===== config.mk =====
export PLATFORM = sky130hd
export DESIGN_NAME = xing_sig_analyzer
export DESIGN_NICKNAME = d
export VERILOG_FILES = /design/src/rtl/xsa_pkg.sv /design/src/rtl/xsa_mismatch.sv /design/src/rtl/xsa_sat_ctr.sv /design/src/rtl/xsa_side.sv /design/src/rtl/xsa_classify.sv /design/src/rtl/xing_sig_analyzer.sv
export SDC_FILE = /design/constraint.sdc
export NUM_CORES = 1
export LEC_CHECK = 0
export BUFFER_PORTS_ARGS = -buffer_cell sky130_fd_sc_hd__buf_2
export CELL_PAD_IN_SITES_DETAIL_PLACEMENT = 1
export CELL_PAD_IN_SITES_GLOBAL_PLACEMENT = 2
export CORE_MARGIN = 2
export CORE_UTILIZATION = 35
export DETAILED_ROUTE_END_ITERATION = 12
export HOLD_SLACK_MARGIN = 0.12
export PLACE_DENSITY = 0.73
export SLEW_MARGIN = 25
export SYNTH_ARGS = -nofsm -noshare
export SYNTH_HDL_FRONTEND = slang
export SYNTH_SLANG_ARGS = --single-unit

===== constraint.sdc =====
create_clock -name clk -period 6.5 [get_ports clk]
set_input_delay 1.3 -clock clk [delete_from_list [all_inputs] [get_ports clk]]
set_output_delay 1.3 -clock clk [all_outputs]
set_load 0.02 [all_outputs]

===== src/rtl/xsa_pkg.sv =====
package xsa_pkg;
  typedef enum logic [2:0] {
    CLS_PASS   = 3'd0,
    CLS_AMPPH  = 3'd1,
    CLS_HIWIDE = 3'd2,
    CLS_LOWIDE = 3'd3,
    CLS_GROSS  = 3'd4
  } xsa_class_e;

  localparam int SIDES   = 2;
  localparam int SIDE_HI = 0;
  localparam int SIDE_LO = 1;
endpackage


===== src/rtl/xsa_mismatch.sv =====
module xsa_mismatch
  import xsa_pkg::*;
(
  input  logic             clk,
  input  logic             rst_n,
  input  logic [SIDES-1:0] exp_bits,
  input  logic [SIDES-1:0] obs_bits,
  output logic [SIDES-1:0] miss,
  output logic             fault_q
);
  // per-threshold disagreement, merged and registered
  assign miss = exp_bits ^ obs_bits;

  always_ff @(posedge clk or negedge rst_n) begin
    if (!rst_n) fault_q <= 1'b0;
    else        fault_q <= |miss;
  end
endmodule


===== src/rtl/xsa_sat_ctr.sv =====
module xsa_sat_ctr #(
  parameter int W = 8
) (
  input  logic         clk,
  input  logic         rst_n,
  input  logic         restart,
  input  logic         inc,
  output logic [W-1:0] cnt_q
);
  localparam logic [W-1:0] TOP = '1;

  logic [W-1:0] base;
  logic [W-1:0] nxt;

  always_comb begin
    base = restart ? '0 : cnt_q;
    nxt  = (inc && (base != TOP)) ? base + 1'b1 : base;
  end

  always_ff @(posedge clk or negedge rst_n) begin
    if (!rst_n) cnt_q <= '0;
    else        cnt_q <= nxt;
  end
endmodule


===== src/rtl/xsa_side.sv =====
module xsa_side #(
  parameter int W = 8
) (
  input  logic         clk,
  input  logic         rst_n,
  input  logic         restart,
  input  logic         miss,
  input  logic         obs,
  output logic [W-1:0] width_q,
  output logic         moved_q
);
  logic obs_d;
  logic moved_d;

  xsa_sat_ctr #(.W(W)) u_ctr (
    .clk     (clk),
    .rst_n   (rst_n),
    .restart (restart),
    .inc     (miss),
    .cnt_q   (width_q)
  );

  // a crossing is any change of the observed bit versus the prior sample
  always_comb moved_d = (restart ? 1'b0 : moved_q) | (obs ^ obs_d);

  always_ff @(posedge clk or negedge rst_n) begin
    if (!rst_n) begin
      obs_d   <= 1'b0;
      moved_q <= 1'b0;
    end else begin
      obs_d   <= obs;
      moved_q <= moved_d;
    end
  end
endmodule


===== src/rtl/xsa_classify.sv =====
module xsa_classify
  import xsa_pkg::*;
#(
  parameter int W = 8
) (
  input  logic [W-1:0] raw_hi,
  input  logic [W-1:0] raw_lo,
  input  logic [W-1:0] per_len,
  input  logic         moved_hi,
  input  logic         moved_lo,
  input  logic [W-1:0] tol,
  output logic [W-1:0] eff_hi,
  output logic [W-1:0] eff_lo,
  output xsa_class_e   cls
);
  logic [W:0] hi_x, lo_x, tol_x;

  always_comb begin
    eff_hi = moved_hi ? raw_hi : per_len;
    eff_lo = moved_lo ? raw_lo : per_len;
    hi_x   = {1'b0, eff_hi};
    lo_x   = {1'b0, eff_lo};
    tol_x  = {1'b0, tol};
    if (!moved_hi && !moved_lo)                 cls = CLS_GROSS;
    else if ((eff_hi <= tol) && (eff_lo <= tol)) cls = CLS_PASS;
    else if (hi_x > lo_x + tol_x)               cls = CLS_HIWIDE;
    else if (lo_x > hi_x + tol_x)               cls = CLS_LOWIDE;
    else                                        cls = CLS_AMPPH;
  end
endmodule


===== src/rtl/xing_sig_analyzer.sv =====
module xing_sig_analyzer
  import xsa_pkg::*;
#(
  parameter int CNT_W = 8
) (
  input  logic             clk,
  input  logic             rst_n,
  input  logic             exp_hi,
  input  logic             obs_hi,
  input  logic             exp_lo,
  input  logic             obs_lo,
  input  logic [CNT_W-1:0] tol,
  output logic             fault_o,
  output logic [CNT_W-1:0] hi_width,
  output logic [CNT_W-1:0] lo_width,
  output logic [2:0]       fault_class,
  output logic             done_o
);
  logic [SIDES-1:0] exp_bits, obs_bits, miss, moved;
  logic [CNT_W-1:0] raw_w [SIDES];
  logic [CNT_W-1:0] per_len, eff_hi, eff_lo;
  logic             exp_hi_d, armed, bnd;
  xsa_class_e       cls;

  assign exp_bits = {exp_lo, exp_hi};
  assign obs_bits = {obs_lo, obs_hi};
  assign bnd      = exp_hi & ~exp_hi_d;

  xsa_mismatch u_mm (
    .clk      (clk),
    .rst_n    (rst_n),
    .exp_bits (exp_bits),
    .obs_bits (obs_bits),
    .miss     (miss),
    .fault_q  (fault_o)
  );

  for (genvar s = 0; s < SIDES; s++) begin : g_side
    xsa_side #(.W(CNT_W)) u_side (
      .clk     (clk),
      .rst_n   (rst_n),
      .restart (bnd),
      .miss    (miss[s]),
      .obs     (obs_bits[s]),
      .width_q (raw_w[s]),
      .moved_q (moved[s])
    );
  end

  xsa_sat_ctr #(.W(CNT_W)) u_per (
    .clk     (clk),
    .rst_n   (rst_n),
    .restart (bnd),
    .inc     (1'b1),
    .cnt_q   (per_len)
  );

  xsa_classify #(.W(CNT_W)) u_cls (
    .raw_hi   (raw_w[SIDE_HI]),
    .raw_lo   (raw_w[SIDE_LO]),
    .per_len  (per_len),
    .moved_hi (moved[SIDE_HI]),
    .moved_lo (moved[SIDE_LO]),
    .tol      (tol),
    .eff_hi   (eff_hi),
    .eff_lo   (eff_lo),
    .cls      (cls)
  );

  always_ff @(posedge clk or negedge rst_n) begin
    if (!rst_n) begin
      exp_hi_d    <= 1'b0;
      armed       <= 1'b0;
      done_o      <= 1'b0;
      hi_width    <= '0;
      lo_width    <= '0;
      fault_class <= CLS_PASS;
    end else begin
      exp_hi_d <= exp_hi;
      done_o   <= bnd & armed;
      if (bnd) armed <= 1'b1;
      if (bnd && armed) begin
        hi_width    <= eff_hi;
        lo_width    <= eff_lo;
        fault_class <= cls;
      end
    end
  end
endmodule


; Word-level counts from Yosys, hierarchy flattened
; Index checks and enable logic that the tools add are counted.
[totals]
mem_count = 0
output_inout_bits = 21
reg_bits = 51
ram_bits = 0
latchBits = 0
romBits = 0
[op_classes]
n_lt_le_gt_ge = 4
n_mul = 0
add_sub_neg = 5
eq_ne = 3
n_reduce_logical = 8
div_mod_pow = 0
n_shift = 0
bitwise = 8
mux = 14
[ops]
columns = operator, count
row1 = $mux W8, 8
row2 = $add A8 B1 Y8 const B, 3
row3 = $ne A8 B8 Y1 const B, 3
row4 = $add A8 B8 Y9, 2
row5 = $gt A8 B9 Y1, 2
row6 = $le A8 B8 Y1, 2
row7 = $mux W3, 3
row8 = $logic_and A1 B1 Y1, 5
row9 = $and A1 B1 Y1, 2
row10 = $logic_not A1 Y1, 2
row11 = $mux W1, 2
row12 = $mux W2, 1
row13 = $or A1 B1 Y1, 2
row14 = $reduce_or A2 Y1, 1
row15 = $xor A1 B1 Y1, 2
row16 = $xor A2 B2 Y2, 1
row17 = $not A1 Y1, 1

; Longest topological paths before layout
; Gate-level depths: netlist (run 1).
[depth]
word_depth = 7
ltp_mapped = 18
depth_no_buf = 17

; Modules after synthesis
; From an unflattened synthesis (run 1), not the netlist that was laid out.
[hier_totals]
hier_cells = 387
hier_area_um2 = 3942.5
[modules_own_cells]
columns = mod, seq_area_each_um2, area_each_um2, instances, cells_per_inst
row1 = xsa_classify, 0.0, 1644.1, 1, 203
row2 = xsa_sat_ctr, 200.2, 409.1, 3, 41
row3 = xing_sig_analyzer, 550.5, 887.1, 1, 47
row4 = xsa_side, 50.0, 67.6, 2, 5
row5 = xsa_mismatch, 25.0, 48.8, 1, 4

; Worst setup path after synthesis (run 1)
; Ideal clock, no wire load.
[synth_path]
path_kind = input to register
startpoint = input tol[1]
endpoint = register fault_class[1]
path_buffers = 0
required_time_ps = 6379
arrival_time_ps = 3858
setup_ps = 121
setup_slack_ps = 2521
stages = 13
path_cell_list = inv_1 -> fa_1 -> nor2_1 -> o21bai_1 -> a221o_1 -> nor2b_1 -> xnor2_1 -> ha_1 -> a2111oi_0 -> o221ai_1 -> o311ai_2 -> o31ai_1 -> a22o_1
[synth_between]
elab_chain_cells = 6
elab_cells_between_ends = 11
cone_classes = add/sub (2) / order compare (4) / mux (4) / reduce/logical (1)
[synth_rtl]
columns = element, line_no
row1 = "start, declared", xing_sig_analyzer.sv:12  ; input logic [CNT_W-1:0] tol,
row2 = $add A8 B8 Y9, xsa_classify.sv:27  ; else if (lo_x > hi_x + tol_x) cls = CLS_LOWIDE;
row3 = $gt A8 B9 Y1, xsa_classify.sv:27
row4 = $mux W2, xsa_classify.sv:27
row5 = $mux W3, xsa_classify.sv:26  ; else if (hi_x > lo_x + tol_x) cls = CLS_HIWIDE;
row6 = $mux W3 *, xsa_classify.sv:25  ; else if ((eff_hi <= tol) && (eff_lo <= tol)) cls = CLS_PASS;
row7 = $mux W3 *, xsa_classify.sv:24  ; if (!moved_hi && !moved_lo) cls = CLS_GROSS;
row8 = "end signal, assigned", xing_sig_analyzer.sv:85  ; fault_class <= cls;
row9 = "end, declared", xing_sig_analyzer.sv:16  ; output logic [2:0] fault_class,
; Mark *: on every way between the ends. The rest lies on a longest branch, timed or not.
; A chain may end at the register's enable or synchronous reset.

; Worst setup path after layout (run 1)
[layout_path]
startpoint = input tol[0]
endpoint = register fault_class[1]
; The elaborated chain is that of the path after synthesis.

==> flow_results.org, run 1 <==
** CTS
- Clock Tree Buf Depth :: 2
- Resized Gates After CTS :: 0
- TritonCTS built the clock tree.
- The H-tree generated during clock tree synthesis spans 2 levels.
- The tree built by TritonCTS fans out to 51 sinks.
- CTS Hold Buffers Added :: 0
- Master cell of the clock root buffer :: sky130_fd_sc_hd__clkbuf_8
- For the worst-skew pair, the clock arrives at the later sink with an insertion delay of 0.31 ns.
- Buffer count from post-CTS setup fixing :: 0
- After clock tree synthesis, the clock-pin slew on the worst setup and hold paths is 0.09 ns.
- Clock buffers created by TritonCTS :: 5

** Worst hold path
- Hold/Removal Path Class :: reg -> reg

** Synthesis
- sky130_fd_sc_hd__dfrtp_1 takes more of the synthesized area than any other cell.
- Synthesis inferred 51 register bits.
- Proportion of register bits with asynchronous set or reset after synthesis :: 100%
- Synthesis produced 372 cells.
- The share of the Yosys chip area taken by registers is 34.2%.
- Yosys mapped the design onto 49 distinct sky130hd cell types.
- Most used flip-flop cell after synthesis :: sky130_fd_sc_hd__dfrtp_1
- During synthesis, Yosys emitted a total of 0 warnings.
- Cell types with the largest area share after synthesis :: sky130_fd_sc_hd__dfrtp_1 34%, sky130_fd_sc_hd__ha_1 18%, sky130_fd_sc_hd__mux2_2 7.8%
- Leading cell types by count after synthesis :: 54 x sky130_fd_sc_hd__ha_1, 51 x sky130_fd_sc_hd__dfrtp_1, 32 x sky130_fd_sc_hd__nand2_1
- In the post-synthesis netlist, the cell with the most instances is sky130_fd_sc_hd__ha_1.
- The number of nets in the synthesized netlist is 442.
- Number of enable flip-flop cells after synthesis :: 0
- In this run the cell area of the synthesized design comes to 0.00373 mm2.
- Of the post-synthesis cell area, the dominant cell type holds 34.2%.
- Each instance of the synthesized netlist takes up on average 10.0 um2.

** Cells and area
- Multi-input gate area :: 0.00233 mm2
- Sequential cell area in the final layout :: 0.00128 mm2
- In the final design database the tool counted 477 nets.
- The layout has 1,180 filler cells.
- Antenna cell count :: 0
- Fraction of final layout cells sized beyond drive strength 1 :: 18.9%
- Relative to the synthesized area, the layout overhead comes to 11.4%.
- Final Util :: 40.3%

** Status
- Result of the run :: completed

** Routing
- Number of nets with antenna violations after routing :: 0
- Wire length per cell :: 17.6 um
- Total via count in the routed design :: 2,842
- For this run, design rule violations remaining after detail routing come to 0.
- The first detailed-routing pass ran for 6 iterations.
- Using the TritonRoute via totals, the vias-per-cell ratio works out to 5.23.
- Detailed Route Iter0 Violations :: 120
- The final layout contains routed wiring with a total length of 9580 um.

** Job
- Across the run, the number of max-cap violations was 0.

** Placement
- Routability cong. :: 0.801
- At the placement stage, the worst setup path has a slack of 1.97 ns.
- During placement, the flow inserted port buffers numbering 34.
- Total half-perimeter wirelength after legalization and detailed placement :: 7590 um

** Critical path
- The setup check on the worst reg-to-reg path leaves a slack of 2.28 ns.
- Worst Setup Path Type :: in -> reg
- Required time reported for the critical path endpoint :: 6.71 ns
- Nature of the critical path endpoint :: register
- Data arrival time of the critical path :: 4.44 ns
- Along the worst path, the maximum fanout reaches 5.
- STA classifies the critical path startpoint as an input pin.

** STA
- Summed negative setup slack over all endpoints :: 0 ns
- For the pin with the worst max-slew slack, the measured transition is 0.887 ns.
- Across all setup checks in the final design, the least slack found is 2.27 ns.
- Final Hold Fails :: 0
- Final hold slack :: 0.471 ns
- Achievable frequency :: 236 MHz
- Unrepaired setup endpoints after global routing :: false
- Final number of max-transition violations :: 0
- Final critical path time including I/O delays and setup :: 4.23 ns
- Final worst-path cycle share :: 65.1%
- The clock arrives with 0.00746 ns of skew.
- Setup violations remaining at the end of the flow were counted as 0.
- Normalized max-slew margin :: 40.7%

** Global route
- Global routing met1 resource utilization :: 22.9%
- In the global route stage, met3 resource usage came out at 1.82%.
- Final global-route overflow total :: 0
- Entering global routing, the biggest net connects 52 pins.
- Across every metal layer, demand over resource in global routing totals 17.6%.
- Initial antenna violation count :: 0
- The via count of the first global-routing pass was 3,061.
- For this run, global-route usage on met2 was measured as 31.8%.
- First-pass GRT wire length :: 15,600 um
- Highest-utilization routing layer at the global route stage :: met2

** Die
- Starting density of the core :: 36.1%
- Placeable core region :: 0.0103 mm2
- Row generation in the floorplan step produced 37 rows.
- Die Span X :: 107 um
- The floorplan step defined a die boundary enclosing 0.0115 mm2.
- From bottom edge to top edge, the die measures 107 um.
- For this design the top-level I/O count stands at 35.

** Pwr
- Worst-case vdd ir drop :: 0.000117 V
- For this design the ratio of total power to cell area is 285 mW/mm2.
- Summed over all cells, the static leakage comes to 0.00202 uW.
## critical path, cell delays in order
cell and delay (ns):
sky130_fd_sc_hd__buf_2 0.14, sky130_fd_sc_hd__ha_1 0.15, sky130_fd_sc_hd__inv_1 0.06, sky130_fd_sc_hd__fa_1 0.41, sky130_fd_sc_hd__nor2_1 0.12, sky130_fd_sc_hd__o21bai_1 0.11, sky130_fd_sc_hd__a221o_1 0.34, sky130_fd_sc_hd__nor2b_1 0.15
sky130_fd_sc_hd__xnor2_1 0.13, sky130_fd_sc_hd__ha_1 0.31, sky130_fd_sc_hd__a2111oi_0 0.49, sky130_fd_sc_hd__o221ai_1 0.23, sky130_fd_sc_hd__o311ai_2 0.14, sky130_fd_sc_hd__o31ai_1 0.15, sky130_fd_sc_hd__a22o_1 0.22
## layer usage
metal / up-vias / part of all wire (%)
met2: 18 / 52
met1: 1423 / 46
met5: - / 0
met4: 0 / 0.82
met3: 6 / 1.3
li1: 1395 / -
## path summary, 6_finish.rpt
kind | start | end | cells after the start
setup / recovery | tol[0] | fault_class[1] | 15
hold / removal | armed | armed | 1
setup reg to reg | g_side[1].u_side.moved_q | fault_class[1] | 16
hold reg to reg | armed | armed | 1
max in group asynchronous | rst_n | hi_width[6] | 2
min in group asynchronous | rst_n | g_side[1].u_side.obs_d | 2
## layout by cell type, fill, tap and decap left out, types with 2 or more instances in the layout
cell type | netlist | layout
sky130_fd_sc_hd__a211oi_1 | 4 | 4
sky130_fd_sc_hd__a21o_1 | 2 | 2
sky130_fd_sc_hd__a21oi_1 | 19 | 19
sky130_fd_sc_hd__a22o_1 | 2 | 2
sky130_fd_sc_hd__and2_1 | 7 | 7
sky130_fd_sc_hd__and3_1 | 2 | 2
sky130_fd_sc_hd__buf_2 | 2 | 34
sky130_fd_sc_hd__buf_4 | 0 | 2
sky130_fd_sc_hd__clkbuf_8 | 0 | 5
sky130_fd_sc_hd__dfrtp_1 | 51 | 51
sky130_fd_sc_hd__fa_1 | 2 | 2
sky130_fd_sc_hd__ha_1 | 54 | 54
sky130_fd_sc_hd__inv_1 | 24 | 24
sky130_fd_sc_hd__mux2_2 | 26 | 26
sky130_fd_sc_hd__mux2i_1 | 4 | 4
sky130_fd_sc_hd__nand2_1 | 32 | 32
sky130_fd_sc_hd__nand2b_1 | 5 | 5
sky130_fd_sc_hd__nand3_1 | 9 | 9
sky130_fd_sc_hd__nand4_1 | 9 | 9
sky130_fd_sc_hd__nor2_1 | 16 | 16
sky130_fd_sc_hd__nor2b_1 | 5 | 5
sky130_fd_sc_hd__nor3_1 | 8 | 8
sky130_fd_sc_hd__nor4_1 | 4 | 4
sky130_fd_sc_hd__o211ai_1 | 4 | 4
sky130_fd_sc_hd__o21ai_0 | 15 | 15
sky130_fd_sc_hd__o21bai_1 | 3 | 3
sky130_fd_sc_hd__o31ai_1 | 4 | 4
sky130_fd_sc_hd__xnor2_1 | 19 | 19
sky130_fd_sc_hd__xor2_1 | 13 | 13
## through the flow
step           power (uW)  cells  area (um2)
6_report             1180    543        4160
5_1_grt              1290    543        4160
4_1_cts              1210    543        4160
3_5_place_dp          982    536        4050
3_3_place_gp          971    536        4050
2_1_floorplan         806    372        3730
## report_power, final
| group | total (uW) | switching, uW | leakage (uW) | internal [uW] |
|---|---|---|---|---|
| Combinational | 541 | 314 | 0.00131 | 227 |
| Clock | 219 | 106 | 0.0000513 | 113 |
| Sequential | 425 | 54.6 | 0.000663 | 370 |
| Total | 1180 | 474 | 0.00202 | 710 |
## flip-flops by register name, summed over array words and instances (netlist names)
signal	flops
lo_width	8
u_mm.fault_q	1
armed	1
u_per.cnt_q	8
g_side.u_side.moved_q	2
hi_width	8
g_side.u_side.obs_d	2
exp_hi_d	1
g_side.u_side.u_ctr.cnt_q	16
fault_class	3
done_o	1
## cells by family after synthesis
logic type / count (synthesis) / synth area share (%)
simple gates: 104 / 14.3
xor+xnor: 32 / 7.51
mux: 30 / 8.92
compound gates: 67 / 12.6
buf+inv: 32 / 3.29
flops: 51 / 34.2
fa+ha+maj: 56 / 19.2
## layout make-up
cell class	count	share of cell area [%]
well taps	136	4.09
flip-flops and latches	51	30.7
inverters	24	2.17
clock inverters	1	0.722
repair buffers	36	4.46
clock buffers	6	1.75
multi-input cells	289	56.1
(Power assumes the default switching activity.)
==> run 2: changes to the inputs <==
Clock period 6.5 ns to 4.06 ns, I/O delays scaled along.
==> flow_results.org, run 2 (synthesis results as in run 1) <==
** STA
- Counting I/O delays and the setup requirement, the final critical path takes 3.71 ns.
- Number of setup violations in the final report :: 0
- Final hold analysis gives a worst-case slack of 0.475 ns.
- Of the available clock period, the critical path in the final layout requires 91.3%.
- The worst pin sits at a relative slew slack of 35.7%.
- Final number of max-transition violations :: 0
- Setup repair after global routing left no endpoint under its margin.
- In the final timing run, aggregate negative setup slack is 0 ns.
- For the pin with the worst max-slew slack, the measured transition is 0.962 ns.
- Final Hold Fails :: 0
- Clock skew on the completed layout was measured at 0.00361 ns.
- Achievable frequency :: 270 MHz
- After layout, the worst setup slack is 0.353 ns.

** CTS
- Clock sink count :: 51
- The clock tree synthesis step divided the H-tree into 2 levels.
- Clock Pin Slew Worst Setup and Hold Paths :: 0.09 ns
- At the later pin of the worst-skew pair, clock insertion delay measures 0.30 ns.
- For this design, the CTS-stage hold fixing added 0 buffers.
- In this run the clock root is driven by a sky130_fd_sc_hd__clkbuf_8.
- In this run the deepest clock path goes through 2 buffers.
- Clock buffers created by TritonCTS :: 5
- TritonCTS clock tree :: yes

** Critical path
- Critical register-to-register path startpoint :: g_side[1].u_side.moved_q
- Data arrives at the worst endpoint at 3.90 ns.
- Largest fanout on the critical path :: 11
- CP Launch Point :: g_side[1].u_side.moved_q
- Nature of the critical path endpoint :: register
- Data on the critical path is required at its endpoint by 4.26 ns.
- Startpoint type of the worst setup path :: register
- Worst Setup Path Type :: reg -> reg

** Die
- Die area :: 0.0115 mm2
- Die Span X :: 107 um
- Top-level I/O count :: 35
- Die height :: 107 um
- Row Count :: 37
- Starting density of the core :: 36.1%
- Placeable core region :: 0.0103 mm2

** Cells and area
- Cells fill 40.9% of the core in the end.
- Fraction of final layout cells sized beyond drive strength 1 :: 20.7%
- Number of flip-flops under the largest register name :: 16
- The library cell used most frequently in the layout, excluding fill and tap cells, is sky130_fd_sc_hd__ha_1.
- Commonest cells after routing, fill and taps aside :: 54 x sky130_fd_sc_hd__ha_1, 50 x sky130_fd_sc_hd__dfrtp_1, 34 x sky130_fd_sc_hd__buf_2
- Number of nets in the layout :: 485
- g_side.u_side.u_ctr.cnt_q holds more flip-flops than any other register.
- Antenna cell count :: 0
- The count of cells in the finished layout, fillers not included, comes to 551.
- Growth of design area from synthesis to finish :: 13.1%

** Global route
- Global routing used 18.2% of the available tracks across all layers.
- Global routing finished with a remaining overflow of 0.
- Entering global routing, the biggest net connects 28 pins.
- First-pass GRT wire length :: 16,200 um
- The initial antenna violation count is 0.
- Via count of the first global-routing pass :: 3,023

** Routing
- Drc violations :: 0
- Wire length per cell :: 17.8 um
- Initial DRT Pass Iterations :: 4
- Dividing the detail-routed via count by the number of cells gives 5.24.
- Detailed Route Iter0 Violations :: 94
- Total detailed-routing wirelength :: 9820 um
- Number of nets with antenna violations after routing :: 0
- The routed layout has 2,888 vias.

** Placement
- Input/output buffers :: 34
- Pre-CTS setup slack :: 0.152 ns
- In this run, placement finished with an instance count of 544.
- The congestion estimate from routability-driven global placement came to 0.783.
- Total half-perimeter wirelength after legalization and detailed placement :: 7880 um

** Status
- Result of the run :: completed

** Worst hold path
- Hold Crit Start :: armed
- Hold/Removal Path Class :: reg -> reg

** Pwr
- Worst-case vdd ir drop :: 0.000264 V
- Leakage power of the design :: 0.00206 uW
- For this design the ratio of total power to cell area is 461 mW/mm2.

** Job
- The tool flagged a number of max-cap violations equal to 0.
## run 2: critical path: stages (launching register included)
cell	delay [ns]
sky130_fd_sc_hd__dfrtp_2	0.51
sky130_fd_sc_hd__mux2i_1	0.19
sky130_fd_sc_hd__inv_1	0.09
sky130_fd_sc_hd__ha_1	0.14
sky130_fd_sc_hd__inv_1	0.06
sky130_fd_sc_hd__fa_1	0.40
sky130_fd_sc_hd__nor2_1	0.10
sky130_fd_sc_hd__o21bai_1	0.10
sky130_fd_sc_hd__a221o_1	0.34
sky130_fd_sc_hd__nor2b_1	0.15
sky130_fd_sc_hd__xnor2_1	0.13
sky130_fd_sc_hd__ha_1	0.32
sky130_fd_sc_hd__a2111oi_1	0.40
sky130_fd_sc_hd__o221ai_1	0.20
sky130_fd_sc_hd__o311ai_2	0.13
sky130_fd_sc_hd__o31ai_1	0.14
sky130_fd_sc_hd__a22o_1	0.22
## run 2: area by class of cell
type                    count  area (um2)
clock buffers               6        72.6
fillers                  1192        6100
repair buffers             44         245
inverters                  24        90.1
well taps                 136         170
clock inverters             1        30.0
flip-flops and latches     51        1280
multi-input cells         289        2330
## run 2: metrics by stage
| step | power [uW] | area, um2 |
|---|---|---|
| final | 1940 | 4220 |
| after CTS | 1970 | 4220 |
| after global routing | 2110 | 4220 |
| after global placement | 1600 | 4110 |
| after floorplan | 1290 | 3730 |
| after detailed placement | 1620 | 4110 |
## run 2: final timing paths
| kind | end | slack [ns] | depth (start not counted) |
|---|---|---|---|
| setup / recovery | fault_class[1] | 0.35 | 16 |
| hold / removal | armed | 0.47 | 1 |
| setup reg to reg | fault_class[1] | 0.35 | 16 |
| hold reg to reg | armed | 0.47 | 1 |
| max in group asynchronous | hi_width[6] | 2.79 | 2 |
| min in group asynchronous | g_side[1].u_side.u_ctr.cnt_q[1] | 0.49 | 1 |
## run 2: repair_timing
item                                    in CTS  in global routing
gates resized for setup                      0                  2
buffers inserted                             0                  0
endpoints found under the setup margin       0                  1
## run 2: metal layers
layer	vias up	track usage, %	part of all wire (%)
met5	-	0	0
met4	0	4.45	1.0
met3	8	1.45	1.5
met2	33	32.1	50
met1	1445	24.1	47
li1	1402	-	-
## run 2: where the power goes
| group | internal, uW | switching (uW) | leakage (uW) |
|---|---|---|---|
| registers | 593 | 89.4 | 0.000663 |
| clock network | 181 | 162 | 0.0000513 |
| logic | 393 | 525 | 0.00135 |
| total | 1170 | 776 | 0.00206 |
